==> src/rtl/i2c_tgt_pkg.sv <==
package i2c_tgt_pkg;

    localparam int BYTE_W = 8;
    localparam int ADDR_W = 7;

    typedef enum logic [3:0] {
        ST_IDLE,
        ST_ADDR,
        ST_AACK,
        ST_RXB,
        ST_RXHOLD,
        ST_RXACK,
        ST_TXLOAD,
        ST_TXB,
        ST_TXACK,
        ST_IGNORE
    } tgt_state_e;

    typedef struct packed {
        logic start;
        logic stop;
        logic rise;
        logic fall;
        logic sda;
    } bus_ev_t;

    function automatic logic addr_hit(input logic [BYTE_W-1:0] b,
                                      input logic [ADDR_W-1:0] own);
        return b[BYTE_W-1:1] == own;
    endfunction

    function automatic logic is_tx_state(input tgt_state_e s);
        return (s == ST_TXLOAD) || (s == ST_TXB) || (s == ST_TXACK);
    endfunction

endpackage

==> src/rtl/i2c_tgt_sync.sv <==
module i2c_tgt_sync #(
    parameter int STAGES = 2,
    parameter int W      = 2
) (
    input  logic         clk,
    input  logic         rst,
    input  logic [W-1:0] d,
    output logic [W-1:0] q
);
    logic [W-1:0] pipe [STAGES];

    genvar g;
    generate
        for (g = 0; g < STAGES; g++) begin : g_stage
            if (g == 0) begin : g_first
                always_ff @(posedge clk) begin
                    if (rst) pipe[g] <= '1;
                    else     pipe[g] <= d;
                end
            end else begin : g_next
                always_ff @(posedge clk) begin
                    if (rst) pipe[g] <= '1;
                    else     pipe[g] <= pipe[g-1];
                end
            end
        end
    endgenerate

    assign q = pipe[STAGES-1];
endmodule

==> src/rtl/i2c_tgt_cond.sv <==
module i2c_tgt_cond
    import i2c_tgt_pkg::*;
(
    input  logic    clk,
    input  logic    rst,
    input  logic    scl_s,
    input  logic    sda_s,
    output bus_ev_t ev
);
    logic scl_d, sda_d;

    always_ff @(posedge clk) begin
        if (rst) begin
            scl_d <= 1'b1;
            sda_d <= 1'b1;
        end else begin
            scl_d <= scl_s;
            sda_d <= sda_s;
        end
    end

    always_comb begin
        ev.rise  = scl_s & ~scl_d;
        ev.fall  = ~scl_s & scl_d;
        ev.start = scl_s & scl_d & sda_d & ~sda_s;
        ev.stop  = scl_s & scl_d & ~sda_d & sda_s;
        ev.sda   = sda_s;
    end
endmodule

==> src/rtl/i2c_tgt_bufs.sv <==
module i2c_tgt_bufs #(
    parameter int W = 8
) (
    input  logic         clk,
    input  logic         rst,
    input  logic         rx_load,
    input  logic [W-1:0] rx_byte,
    input  logic         rx_rd,
    output logic [W-1:0] rx_data,
    output logic         rx_full,
    input  logic         tx_wr,
    input  logic [W-1:0] tx_data,
    input  logic         tx_take,
    output logic [W-1:0] tx_byte,
    output logic         tx_loaded
);
    always_ff @(posedge clk) begin
        if (rst) begin
            rx_data <= '0;
            rx_full <= 1'b0;
        end else if (rx_load) begin
            rx_data <= rx_byte;
            rx_full <= 1'b1;
        end else if (rx_rd) begin
            rx_full <= 1'b0;
        end
    end

    always_ff @(posedge clk) begin
        if (rst) begin
            tx_byte   <= '0;
            tx_loaded <= 1'b0;
        end else begin
            if (tx_take) tx_loaded <= 1'b0;
            if (tx_wr) begin
                tx_byte   <= tx_data;
                tx_loaded <= 1'b1;
            end
        end
    end
endmodule

==> src/rtl/i2c_tgt_engine.sv <==
module i2c_tgt_engine
    import i2c_tgt_pkg::*;
#(
    parameter int W         = BYTE_W,
    parameter int HOLD_TAIL = 2
) (
    input  logic              clk,
    input  logic              rst,
    input  bus_ev_t           ev,
    input  logic [ADDR_W-1:0] own_addr,
    input  logic              rx_full,
    input  logic              tx_loaded,
    input  logic [W-1:0]      tx_byte,
    output logic              rx_load,
    output logic [W-1:0]      rx_byte,
    output logic              tx_take,
    output logic              scl_pull,
    output logic              sda_pull,
    output logic              tx_mode
);
    localparam int CW = $clog2(W + 1);
    localparam logic [CW-1:0] FULL = CW'(W);

    tgt_state_e           state;
    logic [W-1:0]         sh;
    logic [CW-1:0]        cnt;
    logic                 rw_q;
    logic                 ack_ok;
    logic                 hold_now;
    logic [HOLD_TAIL-1:0] tail;

    // Stretch request and its release tail: SCL stays low a little
    // after the request drops so SDA settles before SCL rises.
    assign hold_now = ((state == ST_RXHOLD) && rx_full) ||
                      ((state == ST_TXLOAD) && !tx_loaded);

    always_ff @(posedge clk) begin
        if (rst) tail <= '0;
        else     tail <= {tail[HOLD_TAIL-2:0], hold_now};
    end

    assign scl_pull = hold_now | (|tail);
    assign rx_load  = (state == ST_RXHOLD) && !rx_full;
    assign rx_byte  = sh;
    assign tx_take  = (state == ST_TXLOAD) && tx_loaded;
    assign tx_mode  = is_tx_state(state);

    always_comb begin
        case (state)
            ST_AACK:  sda_pull = 1'b1;
            ST_RXACK: sda_pull = 1'b1;
            ST_TXB:   sda_pull = ~sh[W-1];
            default:  sda_pull = 1'b0;
        endcase
    end

    always_ff @(posedge clk) begin
        if (rst) begin
            state  <= ST_IDLE;
            sh     <= '0;
            cnt    <= '0;
            rw_q   <= 1'b0;
            ack_ok <= 1'b0;
        end else if (ev.start) begin
            state <= ST_ADDR;
            cnt   <= '0;
        end else if (ev.stop) begin
            state <= ST_IDLE;
            cnt   <= '0;
        end else begin
            case (state)
                ST_IDLE: ;
                ST_ADDR: begin
                    if (ev.rise && cnt != FULL) begin
                        sh  <= {sh[W-2:0], ev.sda};
                        cnt <= cnt + 1'b1;
                    end else if (ev.fall && cnt == FULL) begin
                        rw_q  <= sh[0];
                        state <= addr_hit(sh, own_addr) ? ST_AACK : ST_IGNORE;
                    end
                end
                ST_AACK: begin
                    if (ev.fall) begin
                        cnt   <= '0;
                        state <= rw_q ? ST_TXLOAD : ST_RXB;
                    end
                end
                ST_RXB: begin
                    if (ev.rise && cnt != FULL) begin
                        sh  <= {sh[W-2:0], ev.sda};
                        cnt <= cnt + 1'b1;
                    end else if (ev.fall && cnt == FULL) begin
                        state <= ST_RXHOLD;
                    end
                end
                ST_RXHOLD: begin
                    if (!rx_full) state <= ST_RXACK;
                end
                ST_RXACK: begin
                    if (ev.fall) begin
                        cnt   <= '0;
                        state <= ST_RXB;
                    end
                end
                ST_TXLOAD: begin
                    if (tx_loaded) begin
                        sh    <= tx_byte;
                        cnt   <= '0;
                        state <= ST_TXB;
                    end
                end
                ST_TXB: begin
                    if (ev.rise && cnt != FULL) begin
                        cnt <= cnt + 1'b1;
                    end else if (ev.fall) begin
                        if (cnt == FULL) state <= ST_TXACK;
                        else             sh    <= {sh[W-2:0], 1'b1};
                    end
                end
                ST_TXACK: begin
                    if (ev.rise) begin
                        ack_ok <= ~ev.sda;
                    end else if (ev.fall) begin
                        state <= ack_ok ? ST_TXLOAD : ST_IGNORE;
                    end
                end
                ST_IGNORE: ;
                default: state <= ST_IDLE;
            endcase
        end
    end
endmodule

==> src/rtl/i2c_target_stretch.sv <==
module i2c_target_stretch
    import i2c_tgt_pkg::*;
(
    input  logic              clk,
    input  logic              rst,
    input  logic              scl_in,
    input  logic              sda_in,
    output logic              scl_pull,
    output logic              sda_pull,
    input  logic [ADDR_W-1:0] own_addr,
    output logic [BYTE_W-1:0] rx_data,
    output logic              rx_full,
    input  logic              rx_rd,
    input  logic [BYTE_W-1:0] tx_data,
    input  logic              tx_wr,
    output logic              tx_loaded,
    output logic              tx_mode
);
    logic [1:0]        lines_s;
    bus_ev_t           ev;
    logic              rx_load, tx_take;
    logic [BYTE_W-1:0] rx_byte, tx_byte;

    i2c_tgt_sync #(.STAGES(2), .W(2)) u_sync (
        .clk (clk),
        .rst (rst),
        .d   ({scl_in, sda_in}),
        .q   (lines_s)
    );

    i2c_tgt_cond u_cond (
        .clk   (clk),
        .rst   (rst),
        .scl_s (lines_s[1]),
        .sda_s (lines_s[0]),
        .ev    (ev)
    );

    i2c_tgt_engine #(.W(BYTE_W), .HOLD_TAIL(2)) u_engine (
        .clk       (clk),
        .rst       (rst),
        .ev        (ev),
        .own_addr  (own_addr),
        .rx_full   (rx_full),
        .tx_loaded (tx_loaded),
        .tx_byte   (tx_byte),
        .rx_load   (rx_load),
        .rx_byte   (rx_byte),
        .tx_take   (tx_take),
        .scl_pull  (scl_pull),
        .sda_pull  (sda_pull),
        .tx_mode   (tx_mode)
    );

    i2c_tgt_bufs #(.W(BYTE_W)) u_bufs (
        .clk       (clk),
        .rst       (rst),
        .rx_load   (rx_load),
        .rx_byte   (rx_byte),
        .rx_rd     (rx_rd),
        .rx_data   (rx_data),
        .rx_full   (rx_full),
        .tx_wr     (tx_wr),
        .tx_data   (tx_data),
        .tx_take   (tx_take),
        .tx_byte   (tx_byte),
        .tx_loaded (tx_loaded)
    );
endmodule

==> config.mk <==
export PLATFORM = sky130hd
export DESIGN_NAME = i2c_target_stretch
export DESIGN_NICKNAME = d
export VERILOG_FILES = /design/src/rtl/i2c_tgt_pkg.sv /design/src/rtl/i2c_tgt_sync.sv /design/src/rtl/i2c_tgt_cond.sv /design/src/rtl/i2c_tgt_bufs.sv /design/src/rtl/i2c_tgt_engine.sv /design/src/rtl/i2c_target_stretch.sv
export SDC_FILE = /design/constraint.sdc
export NUM_CORES = 1
export LEC_CHECK = 0
export BUFFER_PORTS_ARGS = -buffer_cell sky130_fd_sc_hd__buf_2
export CAP_MARGIN = 30
export CORE_MARGIN = 4
export CORE_UTILIZATION = 56
export CTS_CLUSTER_SIZE = 28
export DETAILED_ROUTE_END_ITERATION = 16
export GPL_TIMING_DRIVEN = 0
export PLACE_DENSITY = 0.87
export SYNTH_ARGS = -nofsm -noshare
export SYNTH_HDL_FRONTEND = slang
export SYNTH_SLANG_ARGS = --single-unit
export TNS_END_PERCENT = 1
==> constraint.sdc <==
create_clock -name clk -period 2.2 [get_ports clk]
set_input_delay 0.22 -clock clk [delete_from_list [all_inputs] [get_ports clk]]
set_output_delay 0.22 -clock clk [all_outputs]
set_load 0.005 [all_outputs]
==> Flow_metrics.wiki, run 1 <==
{| class="wikitable"
! Metric !! Value
|-
| Run status || finished clean
|-
| Share of the synthesized area in the top cell type || 0.399
|-
| Main combinational cell family by area after synthesis || simple AND/OR/NAND/NOR gates
|-
| Count of flip-flops with a built-in enable after synthesis || 0
|-
| Share of synthesized area spent on multiplexers || 0.118
|-
| Via Count || 1965
|-
| Antenna Cells || 0
|-
| Final Cycle Share || 0.954
|-
| FMAX || 0.476 GHz
|-
| Final setup vio count || 0
|-
| Post-layout util || 0.674
|-
| Number of slew-limit violations in the final report || 0
|-
| Layout filler cell count || 318
|-
| Worst hold path endpoint || u_sync.pipe[0][0]$_SDFF_PP1_
|-
| Die span in x || 70.8 um
|-
| Global-route usage over all layers || 0.210
|-
| Yosys synthesis warning count || 0
|-
| Synthesized flop and latch total || 44
|-
| TritonCTS Sinks || 44
|-
| Max H-tree Level || 2
|-
| Maximum single-stage delay on the critical path || 500 ps
|-
| Basic-gate share of the synthesized area counting and, or, nand and nor cells || 0.192
|-
| Actual transition at the worst max-transition pin || 596 ps
|-
| Largest delay contributor family on the critical path || simple AND/OR/NAND/NOR gates
|-
| Total Wirelength || 5.00 mm
|-
| Critical-path maximum fanout || 5
|-
| CTS hold repair buffers || 0
|-
| Depth of the worst register-to-register path || 7
|-
| Endpoint type of the worst setup path || register
|-
| Clock Skew || 8.05 ps
|-
| Via count normalized by instance count || 5.85
|-
| Buffer type at the clock tree root || clkbuf_8
|-
| Syn Std Cell Area || 2210 um^2
|-
| Hold crit path type || in2reg
|-
| Post-synthesis xor/xnor area fraction || 0.0397
|-
| VDD IR-drop max || 0.000330 V
|-
| Pin count of the biggest net entering global routing || 14
|-
| Clock Latency Late Sink || 290 ps
|-
| Accumulated negative setup slack || 0 ps
|-
| Detailed-routing iteration count for the pre-antenna-repair pass || 4
|-
| Reg-to-Reg Start || u_engine.cnt[0]$_SDFFE_PP0P_
|-
| Total clock buffers created by CTS || 5
|-
| Routability congestion estimate || 0.956
|-
| Max transition margin || 0.602
|-
| Buffer depth of the longest clock path || 2
|-
| Full die area || 5010 um^2
|-
| MaxCap Viol Count || 0
|-
| Number of nets in the finished design || 310
|-
| Die height || 70.8 um
|-
| Final-report hold violation count || 0
|-
| R2R setup slack || 100 ps
|-
| Leading register cell type out of synthesis || dfxtp_1
|-
| Complex-gate fraction of the synthesized area || 0.184
|-
| Hold Path Origin || sda_in
|-
| HPWL after detailed placement || 3.79 mm
|-
| Unrepaired setup endpoints after global routing || false
|-
| Boundary pin count || 34
|-
| Worst setup path start || u_engine.cnt[0]$_SDFFE_PP0P_
|-
| Leakage Power || 1.06 nW
|-
| Worst R2R End || u_engine.rx_byte[0]$_SDFFE_PP0P_
|-
| Kind of start point of the critical path || register
|-
| Post-synth net total || 272
|-
| Starting density of the core || 0.590
|-
| Critical path cell sequence || inv_1 > ha_1 > nand3b_1 > nand3b_1 > o32a_1 > or4_1 > a21oi_1
|-
| Wire length of the first global-routing pass || 8.58 mm
|-
| Post-synthesis async set-or-reset flop share || 0
|-
| Cell Rows || 22
|-
| Remaining routing DRC violations || 0
|-
| Biggest area contributors in the synthesized netlist || dfxtp_1 (40%), mux2i_1 (11%), nor2_1 (5.4%), a21oi_1 (5.0%), a311oi_1 (3.2%)
|-
| Share of synthesized area occupied by flip-flops and latches || 0.399
|-
| Number of routed nets with antenna violations || 0
|-
| Most common cell type on the critical path || nand3b_1
|-
| Buffer and inverter count on the worst path || 1
|-
| Hold path cells || 2
|-
| Data required time at the worst endpoint || 2430 ps
|-
| Core region area || 3740 um^2
|-
| PortBufs || 31
|-
| Register clock-pin slew on the reported worst setup and hold paths || 90 ps
|-
| Min Clock Period, post-route || 2100 ps
|-
| Mean instance size in the synthesized netlist || 8.87 um^2
|-
| Worst path arrival time || 2330 ps
|-
| DR iter-0 viols || 191
|-
| Total congestion overflow after global routing || 0
|-
| Synthesized instance count || 249
|-
| Cell taking the most area after synthesis || dfxtp_1
|-
| Worst setup path category || reg2reg
|-
| Fraction of layout instances using a drive strength above 1 || 0.194
|-
| Initial antenna violation count || 0
|-
| Clock tree from TritonCTS || done
|-
| Vias in the first global route || 1837
|-
| Routed wire per std cell || 14.9 um
|-
| Power density normalized to cell area || 557 nW/um^2
|-
| Count of unique library cells instantiated by Yosys || 50
|-
| Area growth syn-to-layout || 14.2%
|-
| Adder-cell share of the synthesized area || 0.0113
|-
| Library cell contributing the largest single delay on the critical path || or4_1
|}
==> cell usage after synthesis, types with 2 or more instances <==
master and instances:
buf_4 4, ha_1 2, inv_1 8, or2_2 6, o21ai_0 6, nor2_1 32
o211ai_1 3, nand2_1 9, nor3_1 4, o221ai_1 2, nand2b_1 3, nor2b_1 5
buf_2 3, and2_1 2, a21oi_1 22, nand3_1 6, a31oi_1 3, a311oi_1 8
nand4b_1 3, nand3b_1 2, xor2_1 8, mux2i_1 25, dfxtp_1 44, or4_1 2
xnor2_1 2, a211oi_1 3, clkbuf_1 9
==> metal layers <==
layer,vias to the layer above,share of wire,GRT usage,routed length (um)
met1,920,0.43,0.270,2170
met4,0,0.019,0.0877,95
li1,972,-,-,-
met5,-,0,0,0
met2,63,0.49,0.346,2440
met3,10,0.058,0.0398,289
==> kinds of logic after synthesis <==
family	after synthesis
compound gates	59
flops	44
fa+ha+maj	2
buf+inv	26
simple gates	82
mux	26
xor+xnor	10
==> state kept, by name (all words and copies together), names as in the netlist, 2 cells and up <==
name / count
u_bufs.tx_byte: 8
u_sync.pipe: 4
u_engine.cnt: 4
u_engine.tail: 2
u_engine.rx_byte: 8
u_bufs.rx_data: 8
u_engine.state: 4
==> final cells by class <==
| type | count | area (um^2) | area share |
|---|---|---|---|
| timing repair buffer | 31 | 155 | 0.0615 |
| clock inverter | 1 | 8.76 | 0.00347 |
| buffer | 17 | 92.6 | 0.0367 |
| multi-input combinational | 179 | 1210 | 0.482 |
| sequential | 44 | 881 | 0.349 |
| tap | 48 | 60.1 | 0.0238 |
| clock buffer | 7 | 76.3 | 0.0303 |
| inverter | 9 | 33.8 | 0.0134 |
==> repair_timing <==
action	CTS	global route
endpoints found under the setup margin	0	2
buffers inserted	0	0
resized for setup	0	2
==> stage by stage <==
step           hold slack (ps)  worst slack [ps]  cell area (um^2)  cells  total power, W
2_1_floorplan              324               365              2210    249        0.000893
3_3_place_gp               393               176              2420    328        0.000925
3_5_place_dp               393               153              2420    328        0.000928
4_1_cts                   98.8               129              2510    336         0.00141
5_1_grt                    102              8.18              2520    336         0.00146
6_report                  98.8               100              2520    336         0.00141
==> where the power goes <==
| part | switching [W] | internal [W] | leakage, nW |
|---|---|---|---|
| clock | 0.000269 | 0.000227 | 0.0424 |
| combinational | 0.0000500 | 0.0000398 | 0.658 |
| sequential | 0.00000983 | 0.000810 | 0.357 |
==> worst max-delay path by stage <==
stage | to | slack [ps] | cells after the start
after global routing | u_engine.rx_byte[4]$_SDFFE_PP0P_ | 8 | 8
after detailed placement | u_engine.rx_byte[4]$_SDFFE_PP0P_ | 150 | 8
after floorplan | u_engine.rx_byte[0]$_SDFFE_PP0P_ | 370 | 7
final | u_engine.rx_byte[0]$_SDFFE_PP0P_ | 100 | 7
after global placement | u_engine.rx_byte[4]$_SDFFE_PP0P_ | 180 | 8
after CTS | u_engine.rx_byte[3]$_SDFFE_PP0P_ | 130 | 8
==> layout by cell type, fill, tap and decap left out, types with 2 or more instances in the layout <==
master and instances:
a211oi_1 3, a21oi_1 22, a311oi_1 8, a31oi_1 3, and2_1 2, buf_2 33
buf_4 4, clkbuf_1 11, clkbuf_8 5, dfxtp_1 44, ha_1 2, inv_1 8
mux2i_1 25, nand2_1 9, nand2b_1 3, nand3_1 6, nand3b_1 2, nand4b_1 3
nor2_1 32, nor2b_1 5, nor3_1 4, o211ai_1 3, o21ai_0 6, o221ai_1 2
or2_2 6, or4_1 2, xnor2_1 2, xor2_1 8
(Power assumes the default switching activity.)
==> run 2, diff against run 1 <==
--- a/config.mk
+++ b/config.mk
@@ -13,6 +13,7 @@
 export DETAILED_ROUTE_END_ITERATION = 16
 export GPL_TIMING_DRIVEN = 0
 export PLACE_DENSITY = 0.87
+export SETUP_SLACK_MARGIN = 0.3
 export SYNTH_ARGS = -nofsm -noshare
 export SYNTH_HDL_FRONTEND = slang
 export SYNTH_SLANG_ARGS = --single-unit
==> Flow_metrics.wiki, run 2 (synthesis gave the netlist of run 1 again) <==
{| class="wikitable"
! Metric !! Value
|-
| Run status || finished clean
|-
| Layout filler cell count || 311
|-
| Total congestion overflow after global routing || 0
|-
| Reg-to-Reg Start || u_engine.cnt[0]$_SDFFE_PP0P_
|-
| Worst path arrival time || 2180 ps
|-
| Hold crit path type || in2reg
|-
| FMAX || 0.513 GHz
|-
| Final setup vio count || 0
|-
| Detailed-routing iteration count for the pre-antenna-repair pass || 4
|-
| Final standard cell area without fillers || 2560 um^2
|-
| Leakage Power || 1.08 nW
|-
| Largest delay contributor family on the critical path || simple AND/OR/NAND/NOR gates
|-
| DR iter-0 viols || 226
|-
| Critical path cell sequence || inv_1 > ha_2 > nand3b_1 > nand3b_1 > o32a_1 > or4_1 > a21oi_1
|-
| Max H-tree Level || 2
|-
| Library cell contributing the largest single delay on the critical path || or4_1
|-
| Vias in the first global route || 1892
|-
| VDD IR-drop max || 0.000330 V
|-
| Total clock buffers created by CTS || 5
|-
| TritonCTS Sinks || 44
|-
| Highest-count cells in the layout ignoring fill and taps || dfxtp_1 (41), buf_2 (33), nor2_1 (32)
|-
| Full die area || 5010 um^2
|-
| Hold Path Origin || sda_in
|-
| Actual transition at the worst max-transition pin || 601 ps
|-
| Die height || 70.8 um
|-
| Antenna Cells || 0
|-
| Worst R2R End || u_engine.rx_byte[0]$_SDFFE_PP0P_
|-
| Initial antenna violation count || 0
|-
| Data required time at the worst endpoint || 2430 ps
|-
| Critical-path maximum fanout || 4
|-
| Remaining routing DRC violations || 0
|-
| Worst setup path category || reg2reg
|-
| Max transition margin || 0.599
|-
| Buffer and inverter count on the worst path || 1
|-
| Global-route usage over all layers || 0.215
|-
| Number of nets in the finished design || 314
|-
| Kind of start point of the critical path || register
|-
| Boundary pin count || 34
|-
| Cell Rows || 22
|-
| Area after detailed placement || 2420 um^2
|-
| Via Count || 1984
|-
| Most common cell type on the critical path || nand3b_1
|-
| Final Cycle Share || 0.886
|-
| Core region area || 3740 um^2
|-
| Starting density of the core || 0.590
|-
| Clock tree from TritonCTS || done
|-
| HPWL after detailed placement || 3.79 mm
|-
| Buffer depth of the longest clock path || 2
|-
| Commonest non-fill, non-tap cell in the layout || dfxtp_1
|-
| Wire length of the first global-routing pass || 8.78 mm
|-
| Number of routed nets with antenna violations || 0
|-
| Endpoint type of the worst setup path || register
|-
| R2R setup slack || 250 ps
|-
| Die span in x || 70.8 um
|-
| PortBufs || 31
|-
| Hold path cells || 2
|-
| Maximum single-stage delay on the critical path || 470 ps
|-
| Depth of the worst register-to-register path || 7
|-
| MaxCap Viol Count || 0
|-
| Min Clock Period, post-route || 1950 ps
|-
| Register clock-pin slew on the reported worst setup and hold paths || 80 ps
|-
| Total Wirelength || 5.17 mm
|-
| Unrepaired setup endpoints after global routing || true
|-
| CTS hold repair buffers || 0
|-
| Power density normalized to cell area || 549 nW/um^2
|-
| Fraction of layout instances using a drive strength above 1 || 0.226
|-
| Buffer type at the clock tree root || clkbuf_8
|-
| Final-report hold violation count || 0
|-
| Area growth syn-to-layout || 16.0%
|-
| Worst setup path start || u_engine.cnt[0]$_SDFFE_PP0P_
|-
| Pin count of the biggest net entering global routing || 14
|-
| Clock Skew || 6.47 ps
|-
| Clock Latency Late Sink || 290 ps
|-
| Accumulated negative setup slack || 0 ps
|-
| Worst hold path endpoint || u_sync.pipe[0][0]$_SDFF_PP1_
|-
| Routability congestion estimate || 0.956
|-
| Number of slew-limit violations in the final report || 0
|-
| Routed wire per std cell || 15.2 um
|-
| Via count normalized by instance count || 5.84
|}
## run 2: area by class of cell
| class | instances | area, um^2 | area share |
|---|---|---|---|
| flip-flops and latches | 44 | 885 | 0.345 |
| clock buffers | 7 | 76.3 | 0.0298 |
| multi-input cells | 179 | 1220 | 0.475 |
| repair buffers | 35 | 185 | 0.0723 |
| clock inverters | 1 | 8.76 | 0.00342 |
| inverters | 9 | 33.8 | 0.0132 |
| plain buffers | 17 | 95.1 | 0.0371 |
| well taps | 48 | 60.1 | 0.0234 |
## run 2: what timing repair did
action	CTS	global route
pin swaps	4	0
gates resized for setup	5	4
setup endpoints to repair	6	18
buffers inserted	4	0
## run 2: where the power goes
group | internal, W | switching, W
sequential | 0.000810 | 0.00000990
combinational | 0.0000399 | 0.0000505
clock | 0.000227 | 0.000270
total | 0.00108 | 0.000330
## run 2: through the flow
step | setup slack [ps] | util | power [W] | instances | hold WS, ps
4_1_cts | 272 | 0.683 | 0.00141 | 340 | 98.8
6_report | 251 | 0.684 | 0.00141 | 340 | 99.9
3_5_place_dp | 153 | 0.647 | 0.000928 | 328 | 393
5_1_grt | 157 | 0.684 | 0.00147 | 340 | 102
3_3_place_gp | 176 | 0.647 | 0.000925 | 328 | 393
2_1_floorplan | 365 | - | 0.000893 | 249 | 324
## run 2: how the worst max path moves through the flow
stage,endpoint,slack (ps),cells after the start
6_report,u_engine.rx_byte[0]$_SDFFE_PP0P_,250,7
4_1_cts,u_engine.rx_byte[0]$_SDFFE_PP0P_,270,7
5_1_grt,u_engine.rx_byte[4]$_SDFFE_PP0P_,160,8
3_3_place_gp,u_engine.rx_byte[4]$_SDFFE_PP0P_,180,8
3_5_place_dp,u_engine.rx_byte[4]$_SDFFE_PP0P_,150,8
2_1_floorplan,u_engine.rx_byte[0]$_SDFFE_PP0P_,370,7
## run 2: per-layer routing
layer / global-route usage / wire [um]
met3: 0.0398 / 357
met5: 0 / 0
met4: 0.0877 / 128
met1: 0.272 / 2200
met2: 0.360 / 2490
==> run 3, diff against run 2 <==
--- a/config.mk
+++ b/config.mk
@@ -5,6 +5,7 @@
 export SDC_FILE = /design/constraint.sdc
 export NUM_CORES = 1
 export LEC_CHECK = 0
+export ABC_AREA = 1
 export BUFFER_PORTS_ARGS = -buffer_cell sky130_fd_sc_hd__buf_2
 export CAP_MARGIN = 30
 export CORE_MARGIN = 4
==> Flow_metrics.wiki, run 3 <==
{| class="wikitable"
! Metric !! Value
|-
| Biggest area contributors in the synthesized netlist || dfxtp_1 (39%), nand2_1 (14%), nor2_1 (10%), inv_1 (7.9%), o21ai_0 (7.2%)
|-
| Post-synth net total || 365
|-
| Endpoint type of the worst setup path || primary output
|-
| Clock Latency Late Sink || 310 ps
|-
| Full die area || 5060 um^2
|-
| Number of slew-limit violations in the final report || 0
|-
| Syn Std Cell Area || 2230 um^2
|-
| Final Cycle Share || 0.804
|-
| Actual transition at the worst max-transition pin || 453 ps
|-
| Worst R2R End || u_engine.rx_byte[3]$_SDFFE_PP0P_
|-
| Wire length of the first global-routing pass || 8.14 mm
|-
| Share of synthesized area occupied by flip-flops and latches || 0.395
|-
| Die span in x || 71.1 um
|-
| Remaining routing DRC violations || 0
|-
| Fraction of layout instances using a drive strength above 1 || 0.174
|-
| Via count normalized by instance count || 5.15
|-
| Accumulated negative setup slack || 0 ps
|-
| Run status || finished clean
|-
| Area growth syn-to-layout || 16.3%
|-
| Unrepaired setup endpoints after global routing || true
|-
| Min Clock Period, post-route || 1770 ps
|-
| Synthesized flop and latch total || 44
|-
| Clock Skew || 7.87 ps
|-
| Detailed-routing iteration count for the pre-antenna-repair pass || 5
|-
| PortBufs || 33
|-
| Commonest non-fill, non-tap cell in the layout || nand2_1
|-
| Yosys synthesis warning count || 0
|-
| Core region area || 3740 um^2
|-
| R2R setup slack || 440 ps
|-
| Total Wirelength || 4.83 mm
|-
| Global-route usage over all layers || 0.199
|-
| Synthesized instance count || 342
|-
| Highest-count cells in the layout ignoring fill and taps || nand2_1 (81), nor2_1 (61), inv_1 (47)
|-
| Count of unique library cells instantiated by Yosys || 32
|-
| Clock tree from TritonCTS || done
|-
| VDD IR-drop max || 0.000494 V
|-
| Ranking of synthesized cells by instance count || nand2_1 (81), nor2_1 (62), inv_1 (47), dfxtp_1 (44), o21ai_0 (32)
|-
| Library cell contributing the largest single delay on the critical path || dfxtp_1
|-
| Final setup vio count || 0
|-
| Placed insts || 423
|-
| Routability congestion estimate || 0.927
|-
| Data required time at the worst endpoint || 1980 ps
|-
| Cell taking the most area after synthesis || dfxtp_1
|-
| Post-layout util || 0.693
|-
| Total congestion overflow after global routing || 0
|-
| Total clock buffers created by CTS || 5
|-
| Depth of the worst register-to-register path || 12
|-
| MaxCap Viol Count || 0
|-
| Max H-tree Level || 2
|-
| Number of routed nets with antenna violations || 0
|-
| Most common cell type on the critical path || inv_1
|-
| Critical path cell sequence || inv_1 > nor2_4 > nand2_4 > o21ai_0 > inv_1 > nand2_1 > buf_2
|-
| Number of nets in the finished design || 407
|-
| Share of the synthesized area in the top cell type || 0.395
|-
| Hold crit path type || in2reg
|-
| Capture point of the worst path || scl_pull
|-
| Critical-path maximum fanout || 6
|-
| Worst setup path category || reg2out
|-
| Via Count || 2232
|-
| TritonCTS Sinks || 44
|-
| Worst setup path start || u_engine.state[1]$_SDFFE_PP0P_
|-
| Mean instance size in the synthesized netlist || 6.53 um^2
|-
| DR iter-0 viols || 164
|-
| Count of flip-flops with a built-in enable after synthesis || 0
|-
| Initial antenna violation count || 0
|-
| Leading register cell type out of synthesis || dfxtp_1
|-
| Count of placed standard cells in the final layout, fillers left out || 433
|-
| Final standard cell area without fillers || 2590 um^2
|-
| Leakage Power || 1.24 nW
|-
| Reg-to-Reg Start || u_engine.cnt[0]$_SDFFE_PP0P_
|-
| Power density normalized to cell area || 805 nW/um^2
|-
| Buffer type at the clock tree root || clkbuf_8
|-
| Area after detailed placement || 2460 um^2
|-
| Max transition margin || 0.698
|-
| Post-synthesis async set-or-reset flop share || 0
|-
| Register clock-pin slew on the reported worst setup and hold paths || 90 ps
|-
| Final-report hold violation count || 0
|-
| Boundary pin count || 34
|-
| Starting density of the core || 0.596
|-
| Routed wire per std cell || 11.2 um
|-
| CTS hold repair buffers || 0
|-
| Vias in the first global route || 1882
|-
| HPWL after detailed placement || 3.56 mm
|-
| Pin count of the biggest net entering global routing || 16
|-
| Worst path arrival time || 1550 ps
|-
| Antenna Cells || 0
|-
| FMAX || 0.566 GHz
|-
| Cell Rows || 22
|-
| Die height || 71.1 um
|-
| Maximum single-stage delay on the critical path || 420 ps
|-
| Kind of start point of the critical path || register
|-
| Buffer depth of the longest clock path || 2
|-
| Most frequently used cell type in the post-synthesis netlist || nand2_1
|}
run 3: cell count changes in the layout (fill, tap and decap cells not counted), moves of 5 or more:
cell,previous run,this run
buf_4,8,2
mux2i_1,25,0
xor2_1,8,2
inv_1,8,47
a311oi_1,8,1
o21ai_0,6,31
clkbuf_1,9,3
nand2_1,9,81
nand3_1,6,17
nor2b_1,5,0
nor2_1,32,61
a21oi_1,22,17
run 3: area by class of cell:
cell class,instances,area (um^2)
Timing Repair Buffer,35,184
Clock buffer,5,68.8
Fill cell,339,1150
Buffer,7,38.8
Clock inverter,3,46.3
Tap cell,48,60.1
Sequential cell,44,882
Multi-Input combinational cell,238,1110
Inverter,53,204
run 3: timing repair:
action | 4_1_cts | 5_1_grt
buffers inserted | 0 | 1
endpoints found under the setup margin | 0 | 15
gates resized for setup | 0 | 5
run 3: per-layer routing:
layer | vias up | track usage | wire (um)
met2 | 93 | 0.305 | 2140
met4 | 0 | 0.0772 | 99
met3 | 11 | 0.0597 | 432
met5 | - | 0 | 0
met1 | 977 | 0.263 | 2160
li1 | 1151 | - | -
run 3: how the worst min path moves through the flow:
stage,start,endpoint,cells after the start
after floorplan,sda_in,u_sync.pipe[0][0]$_SDFF_PP1_,1
after global placement,u_sync.pipe[0][0]$_SDFF_PP1_,u_sync.pipe[1][0]$_SDFF_PP1_,1
after detailed placement,u_sync.pipe[0][1]$_SDFF_PP1_,u_sync.pipe[1][1]$_SDFF_PP1_,1
after CTS,sda_in,u_sync.pipe[0][0]$_SDFF_PP1_,2
after global routing,sda_in,u_sync.pipe[0][0]$_SDFF_PP1_,2
final,sda_in,u_sync.pipe[0][0]$_SDFF_PP1_,2
run 3: worst max-delay path, delay by kind of cell, from the launching register on:
| family | cells | cell delay, ps |
|---|---|---|
| AOI/OAI and AO/OA | 1 | 170 |
| buffers and inverters | 3 | 330 |
| DFF | 1 | 420 |
| and+or+nand+nor | 3 | 310 |
run 3: per-stage QoR:
step                      total power (W)  setup slack, ps  hold WS (ps)
after global routing              0.00222              253          87.3
after detailed placement          0.00144              371           394
after floorplan                   0.00133              581           324
after CTS                         0.00208              360          80.0
final                             0.00209              432          90.3
after global placement            0.00143              408           391
run 3: logic make-up (layout without fill, tap and decap cells):
kind of cell | after synthesis | in the layout | synth area share
compound gates | 55 | 55 | 0.131
flops | 44 | 44 | 0.395
fa+ha+maj | 2 | 2 | 0.0112
buf+inv | 60 | 103 | 0.109
simple gates | 178 | 178 | 0.343
xor+xnor | 3 | 3 | 0.0118
run 3: power breakdown:
group	total [W]	switching, W	internal [W]
Combinational	0.000524	0.000323	0.000201
Sequential	0.000929	0.0000606	0.000868
Clock	0.000635	0.000293	0.000342
Total	0.00209	0.000676	0.00141
